$ cat src/rtl/mchk_pkg.sv
package mchk_pkg;
  localparam int unsigned XLEN = 32;

  // machine state bit positions (LSB numbering)
  localparam int unsigned ST_WAIT     = 18;
  localparam int unsigned ST_CRIT     = 17;
  localparam int unsigned ST_EXT      = 15;
  localparam int unsigned ST_USER     = 14;
  localparam int unsigned ST_MCE      = 12;
  localparam int unsigned ST_DBGWAIT  = 10;
  localparam int unsigned ST_DBG      = 9;
  localparam int unsigned ST_IRELOC   = 5;
  localparam int unsigned ST_DRELOC   = 4;

  // syndrome flag for a fetch-side machine check
  localparam int unsigned SYN_IFETCH  = 31;

  typedef enum logic [1:0] {
    SRC_NONE   = 2'd0,
    SRC_IFETCH = 2'd1,
    SRC_DATA   = 2'd2
  } mc_src_e;

  function automatic logic [XLEN-1:0] entry_clear_mask();
    logic [XLEN-1:0] m;
    m = '0;
    m[ST_WAIT]    = 1'b1;
    m[ST_CRIT]    = 1'b1;
    m[ST_EXT]     = 1'b1;
    m[ST_USER]    = 1'b1;
    m[ST_MCE]     = 1'b1;
    m[ST_DBGWAIT] = 1'b1;
    m[ST_DBG]     = 1'b1;
    m[ST_IRELOC]  = 1'b1;
    m[ST_DRELOC]  = 1'b1;
    return m;
  endfunction
endpackage

$ cat src/rtl/mchk_select.sv
module mchk_select
  import mchk_pkg::*;
#(
  parameter int unsigned DATA_W = XLEN
) (
  input  logic              ifetch_err,
  input  logic              data_err,
  input  logic              mce,
  input  logic [DATA_W-1:0] ifetch_addr,
  input  logic [DATA_W-1:0] next_pc,
  output mc_src_e           src,
  output logic              take,
  output logic [DATA_W-1:0] ret_addr
);
  // fetch side has priority; a losing data event is dropped
  always_comb begin
    src      = SRC_NONE;
    ret_addr = '0;
    if (mce) begin
      if (ifetch_err) begin
        src      = SRC_IFETCH;
        ret_addr = ifetch_addr;
      end else if (data_err) begin
        src      = SRC_DATA;
        ret_addr = next_pc;
      end
    end
  end

  assign take = (src != SRC_NONE);
endmodule

$ cat src/rtl/mchk_vector.sv
module mchk_vector #(
  parameter int unsigned DATA_W   = 32,
  parameter int unsigned PREFIX_W = 16,
  parameter logic [DATA_W-PREFIX_W-1:0] VEC_OFFSET = 'h200
) (
  input  logic [PREFIX_W-1:0] base,
  output logic [DATA_W-1:0]   target
);
  localparam int unsigned LOW_W = DATA_W - PREFIX_W;

  always_comb begin
    target              = '0;
    target[LOW_W-1:0]   = VEC_OFFSET;
    target[DATA_W-1:LOW_W] = base;
  end
endmodule

$ cat src/rtl/mchk_syndrome.sv
module mchk_syndrome #(
  parameter int unsigned DATA_W   = 32,
  parameter int unsigned FLAG_BIT = 31
) (
  input  logic              clk,
  input  logic              rst_n,
  input  logic              hw_set,
  input  logic              hw_entry,
  input  logic              sw_we,
  input  logic [DATA_W-1:0] sw_wdata,
  output logic [DATA_W-1:0] syn_q
);
  localparam logic [DATA_W-1:0] FLAG = DATA_W'(1) << FLAG_BIT;

  logic [DATA_W-1:0] syn_d;
  logic [DATA_W-1:0] base;
  logic              syn_en;

  always_comb begin
    base   = sw_we ? sw_wdata : syn_q;
    syn_en = sw_we | hw_set | hw_entry;
    if (hw_entry)    syn_d = FLAG;
    else if (hw_set) syn_d = base | FLAG;
    else             syn_d = base;
  end

  always_ff @(posedge clk or negedge rst_n) begin
    if (!rst_n)      syn_q <= '0;
    else if (syn_en) syn_q <= syn_d;
  end

  // fetch error always leaves the flag set
  p_flag_sticky_r2: assert property (@(posedge clk) disable iff (!rst_n)
    hw_set |=> syn_q[FLAG_BIT]);
  // entry leaves only the flag
  p_entry_clean_r5: assert property (@(posedge clk) disable iff (!rst_n)
    hw_entry |=> (syn_q[FLAG_BIT] && $countones(syn_q) == 1));
  // no writer means no change
  p_hold_r6: assert property (@(posedge clk) disable iff (!rst_n)
    (!sw_we && !hw_set && !hw_entry) |=> $stable(syn_q));
endmodule

$ cat src/rtl/mchk_context.sv
module mchk_context #(
  parameter int unsigned DATA_W  = 32,
  parameter int unsigned MCE_BIT = 12,
  parameter logic [DATA_W-1:0] CLR_MASK = '0
) (
  input  logic              clk,
  input  logic              rst_n,
  input  logic              take,
  input  logic [DATA_W-1:0] ret_addr,
  input  logic              sw_we,
  input  logic [DATA_W-1:0] sw_wdata,
  output logic [DATA_W-1:0] state_q,
  output logic [DATA_W-1:0] save_addr_q,
  output logic [DATA_W-1:0] save_state_q,
  output logic              mce
);
  logic [DATA_W-1:0] state_d;
  logic              state_en;

  always_comb begin
    state_en = take | sw_we;
    if (take)       state_d = state_q & ~CLR_MASK;
    else if (sw_we) state_d = sw_wdata;
    else            state_d = state_q;
  end

  always_ff @(posedge clk or negedge rst_n) begin
    if (!rst_n)        state_q <= '0;
    else if (state_en) state_q <= state_d;
  end

  always_ff @(posedge clk or negedge rst_n) begin
    if (!rst_n) begin
      save_addr_q  <= '0;
      save_state_q <= '0;
    end else if (take) begin
      save_addr_q  <= ret_addr;
      save_state_q <= state_q;
    end
  end

  assign mce = state_q[MCE_BIT];

  // prior state is preserved on entry
  p_save_state_r7: assert property (@(posedge clk) disable iff (!rst_n)
    take |=> save_state_q == $past(state_q));
  // enable is off after entry
  p_mce_off_r8: assert property (@(posedge clk) disable iff (!rst_n)
    take |=> !state_q[MCE_BIT]);
  // plain software write lands
  p_sw_state_r12: assert property (@(posedge clk) disable iff (!rst_n)
    (sw_we && !take) |=> state_q == $past(sw_wdata));
endmodule

$ cat src/rtl/mchk_entry.sv
module mchk_entry
  import mchk_pkg::*;
#(
  parameter int unsigned DATA_W   = XLEN,
  parameter int unsigned PREFIX_W = 16,
  parameter int unsigned SYNC_W   = 2
) (
  input  logic                clk,
  input  logic                rst_n,
  input  logic                ifetch_err,
  input  logic [DATA_W-1:0]   ifetch_addr,
  input  logic                data_err,
  input  logic [DATA_W-1:0]   next_pc,
  input  logic [PREFIX_W-1:0] vec_base,
  input  logic                sw_state_we,
  input  logic [DATA_W-1:0]   sw_state_wdata,
  input  logic                sw_syn_we,
  input  logic [DATA_W-1:0]   sw_syn_wdata,
  output logic                redirect,
  output logic [DATA_W-1:0]   redirect_pc,
  output logic [DATA_W-1:0]   state_q,
  output logic [DATA_W-1:0]   syndrome_q,
  output logic [DATA_W-1:0]   save_addr_q,
  output logic [DATA_W-1:0]   save_state_q
);
  localparam logic [DATA_W-1:0] CLR_MASK = DATA_W'(entry_clear_mask());
  localparam int unsigned LOW_W = DATA_W - PREFIX_W;

  // reset: asserted asynchronously, released on the clock
  logic [SYNC_W-1:0] rst_sync_q;
  logic              rst_ni;

  always_ff @(posedge clk or negedge rst_n) begin
    if (!rst_n) rst_sync_q <= '0;
    else        rst_sync_q <= {rst_sync_q[SYNC_W-2:0], 1'b1};
  end
  assign rst_ni = rst_sync_q[SYNC_W-1];

  mc_src_e           src;
  logic              take;
  logic              mce;
  logic [DATA_W-1:0] ret_addr;

  mchk_select #(.DATA_W(DATA_W)) u_select (
    .ifetch_err (ifetch_err),
    .data_err   (data_err),
    .mce        (mce),
    .ifetch_addr(ifetch_addr),
    .next_pc    (next_pc),
    .src        (src),
    .take       (take),
    .ret_addr   (ret_addr)
  );

  mchk_context #(
    .DATA_W  (DATA_W),
    .MCE_BIT (ST_MCE),
    .CLR_MASK(CLR_MASK)
  ) u_context (
    .clk         (clk),
    .rst_n       (rst_ni),
    .take        (take),
    .ret_addr    (ret_addr),
    .sw_we       (sw_state_we),
    .sw_wdata    (sw_state_wdata),
    .state_q     (state_q),
    .save_addr_q (save_addr_q),
    .save_state_q(save_state_q),
    .mce         (mce)
  );

  mchk_syndrome #(
    .DATA_W  (DATA_W),
    .FLAG_BIT(SYN_IFETCH)
  ) u_syndrome (
    .clk     (clk),
    .rst_n   (rst_ni),
    .hw_set  (ifetch_err),
    .hw_entry(src == SRC_IFETCH),
    .sw_we   (sw_syn_we),
    .sw_wdata(sw_syn_wdata),
    .syn_q   (syndrome_q)
  );

  mchk_vector #(
    .DATA_W    (DATA_W),
    .PREFIX_W  (PREFIX_W),
    .VEC_OFFSET(LOW_W'('h200))
  ) u_vector (
    .base  (vec_base),
    .target(redirect_pc)
  );

  assign redirect = take;

  // masked machine checks never redirect
  p_masked_quiet_r3: assert property (@(posedge clk) disable iff (!rst_ni)
    !state_q[ST_MCE] |-> !redirect);
  // no fresh event, no entry
  p_stale_quiet_r4: assert property (@(posedge clk) disable iff (!rst_ni)
    (!ifetch_err && !data_err) |-> !redirect);
  // handler target layout
  p_target_r9: assert property (@(posedge clk) disable iff (!rst_ni)
    redirect |-> (redirect_pc[LOW_W-1:0] == LOW_W'('h200) &&
                  redirect_pc[DATA_W-1:LOW_W] == vec_base));
  // fetch source wins when both fire
  p_ifetch_prio_r10: assert property (@(posedge clk) disable iff (!rst_ni)
    (redirect && ifetch_err && data_err) |=> save_addr_q == $past(ifetch_addr));
endmodule

$ cat config.mk
export PLATFORM = sky130hd
export DESIGN_NAME = mchk_entry
export DESIGN_NICKNAME = d
export VERILOG_FILES = /design/src/rtl/mchk_pkg.sv /design/src/rtl/mchk_select.sv /design/src/rtl/mchk_vector.sv /design/src/rtl/mchk_syndrome.sv /design/src/rtl/mchk_context.sv /design/src/rtl/mchk_entry.sv
export SDC_FILE = /design/constraint.sdc
export NUM_CORES = 1
export LEC_CHECK = 0
export BUFFER_PORTS_ARGS = -buffer_cell sky130_fd_sc_hd__buf_2
export CORE_UTILIZATION = 41
export CTS_CLUSTER_DIAMETER = 150
export DETAILED_ROUTE_END_ITERATION = 8
export GPL_TIMING_DRIVEN = 0
export HOLD_SLACK_MARGIN = 0.08
export PLACE_DENSITY = 0.88
export SYNTH_ARGS = -nofsm -noshare
export SYNTH_HDL_FRONTEND = slang
export SYNTH_HIERARCHICAL = 1
export SYNTH_SLANG_ARGS = --single-unit
$ cat constraint.sdc
create_clock -name clk -period 4.1 [get_ports clk]
set_input_delay 0.41 -clock clk [delete_from_list [all_inputs] [get_ports clk]]
set_output_delay 0.41 -clock clk [all_outputs]
set_load 0.02 [all_outputs]
==> flow_summary_export.csv <==
group,metric,value,unit
sta,rsz0062_at_grt,"false",
floorplan,row_count,43,
pwr,ir_drop,0.374,mV
drt,ant_nets,0,
place,hpwl,11500,um
floorplan,die_area,14700,um^2
clock_network,cts-htree-levels,4,
drt,first_iter_violations,167,
pwr,total_power,0.00459,W
place,port_buffers,276,
layout,final_nets,868,
drt,drc_errors,0,
pwr,internal_power,0.00309,W
clock_network,cts_tree,"done",
place,routabilityCongestion,0.785,
pwr,p_clk_share,33.5,%
synthesis,synthesis.area_per_instance,14.3,um^2
worst_setup_path,worst-path-buf-inv,3,
hold_path,hp-class,"primary input to flip-flop",
sta,fin_skew,0.00531,ns
drt,wl_met1,5840,um
worst_setup_path,critPathCaptureType,"flip-flop",
layout,area_growth,39.6,%
clock_network,tritoncts.num_buffers,17,
worst_setup_path,cpMostUsedCell,"buf_6",
layout,diodes,0,
layout,final_cell_mix,"280 x buf_2, 129 x dfrtp_1, 67 x mux2_2",
synthesis,synth-seq-cells,130,
drt,wl_met3,1030,um
synthesis,seq_area_frac_synth,55.9,%
synthesis,ys_warn_count,6,
drt,wire_per_inst,16.6,um
sta,finalCritPeriodShare,48.2,%
layout,utilization,58.6,%
layout,design_area,8130,um^2
worst_setup_path,crit_family,"buffers and inverters",
clock_network,cts.clk_slew.worst_paths,0.06,ns
pwr,swShare,32.6,%
pwr,p_comb_share,28.8,%
clock_network,clk_latency,0.40,ns
synthesis,synth_cell_types,21,
place,dpl_cell_area,7510,um^2
worst_setup_path,start_kind,"flip-flop",
drt,num_vias,4377,
sta,final.min_clock_period,1.97,ns
clock_network,clock-root-buffer,"clkbuf_16",
outcome,status,"finished clean",
grt,first_global_vias,4340,
pwr,power.density,564,nW/um^2
pwr,sequentialPowerShare,37.7,%
worst_setup_path,cp.required,4.37,ns
grt,grt_overflow_total,0,
clock_network,cts.sinks,130,
sta,worst_pin_slew,0.838,ns
floorplan,start_util,42.0,%
floorplan,die_w,121,um
worst_setup_path,path_cells,"and2_4 -> buf_6 -> buf_6 -> and2_1 -> nor2b_4 -> clkbuf_1 -> nor2_1",
pwr,cellLeakagePower,4.36,nW
grt,antenna_found_initial,0,
synthesis,netlist_instances,407,
worst_setup_path,criticalPathCategory,"flip-flop to flip-flop",
floorplan,pin_count,311,
layout,fillers,1144,
worst_setup_path,cp_slowest_cell,"dfrtp_1",
drt,dr_wl_met2,8090,um
layout,drive_gt1_share,62.8,%
sta,finalHoldViolations,0,
drt,top_layer,"met4",
worst_setup_path,crit_fanout,10,
drt,drt_pass1_iterations,4,
layout,regArea,3260,um^2
floorplan,die_h,121,um
sta,relSlewSlack,44.2,%
drt,routed_wl,15100,um
sta,maxSlewViolCount,0,
grt,grt_pass1_wl,22700,um
grt,grtUsageTotal,20.7,%
worst_setup_path,cp.arrival,2.24,ns
pwr,p_sw,0.00149,W
floorplan,core_area,13900,um^2
synthesis,syn-cell-area,5820,um^2
grt,grt_max_degree,68,
run,cap_violations,0,
sta,hold-worst-slack,0.230,ns
layout,layout_commonest_cell,"buf_2",
sta,setup_viol,0,
sta,tns,0,ns
worst_setup_path,max_stage_delay,0.48,ns
sta,maxClockFrequency,0.506,GHz
layout,multi_input_area,2070,um^2
drt,viasPerCell,4.80,
clock_network,ctsLongestPathBuffers,2,
-- what timing repair did --
| item | in CTS | in global routing |
|---|---|---|
| hold buffers | 1 | 0 |
| setup buffers | 0 | 0 |
| endpoints found under the hold margin | 2 | 0 |
| resized for setup | 0 | 0 |
-- cell type report --
type / instances / area share, %
inverters: 1 / 0.0462
clock inverters: 15 / 2.25
repair buffers: 278 / 17.4
well taps: 180 / 2.77
flip-flops and latches: 130 / 40.1
plain buffers: 63 / 6.69
multi-input cells: 227 / 25.5
clock buffers: 17 / 5.23
-- synth_stat cells --
master	instances	area, um^2
inv_1	1	3.75
buf_4	39	293
and2_1	2	12.5
a32o_1	31	310
mux2i_1	41	410
nor2b_1	1	6.26
and2_4	1	8.76
buf_12	5	100
mux2_2	67	754
a31o_2	1	8.76
conb_1	3	11.3
buf_2	4	20.0
and3_1	1	6.26
buf_6	10	113
nand2_1	1	3.75
dfrtp_1	130	3250
mux2_4	20	300
nor2_1	41	154
clkbuf_1	5	18.8
o21a_1	1	7.51
nor2b_4	2	27.5
-- logic make-up (layout without fill, tap and decap cells) --
| logic type | count (synthesis) | count (layout) | synth area share [%] |
|---|---|---|---|
| DFF | 130 | 130 | 55.9 |
| and+or+nand+nor | 49 | 49 | 3.76 |
| other | 3 | 17 | 0.193 |
| muxes | 128 | 128 | 25.2 |
| buffers and inverters | 64 | 374 | 9.41 |
| AOI/OAI and AO/OA | 33 | 33 | 5.61 |
-- layer usage --
layer	GRT usage, %	vias up
li1	-	2020
met1	23.8	2161
met2	36.9	183
met3	6.34	13
met4	5.94	0
met5	0	-
-- power by group through the flow --
stage | Combinational, W | Sequential, W | Clock (W)
final | 0.00132 | 0.00173 | 0.00154
after global routing | 0.00140 | 0.00177 | 0.00164
after CTS | 0.00133 | 0.00173 | 0.00158
after detailed placement | 0.00133 | 0.00175 | 0
after global placement | 0.00128 | 0.00174 | 0
after floorplan | 0.000483 | 0.00209 | 0
-- sequential cells by signal (all words and copies together), names as in the netlist --
name                    cells
rst_sync_q                  2
u_context/save_state_q     32
u_syndrome/syn_q           32
u_context/save_addr_q      32
u_context/state_q          32
-- path summary, 6_finish.rpt --
| kind | end | cells after the start | slack (ns) | startpoint |
|---|---|---|---|---|
| max reg2reg | u_syndrome/syn_q[19] | 7 | 2.13 | u_context/state_q[12] |
| max | u_syndrome/syn_q[19] | 7 | 2.13 | u_context/state_q[12] |
| min reg2reg | rst_sync_q[1] | 0 | 0.35 | rst_sync_q[0] |
| min in group asynchronous | rst_sync_q[1] | 2 | 0.32 | rst_n |
| min | u_context/state_q[20] | 2 | 0.23 | sw_state_wdata[20] |
| max in group asynchronous | u_context/save_addr_q[26] | 1 | 2.87 | rst_sync_q[1] |
-- through the flow --
stage	cells	setup slack, ns
2_1_floorplan	421	0.210
3_3_place_gp	877	-1.14
3_5_place_dp	878	1.89
4_1_cts	911	2.10
5_1_grt	911	1.97
6_report	911	2.13
No activity file was read; power rests on OpenSTA's default activity.
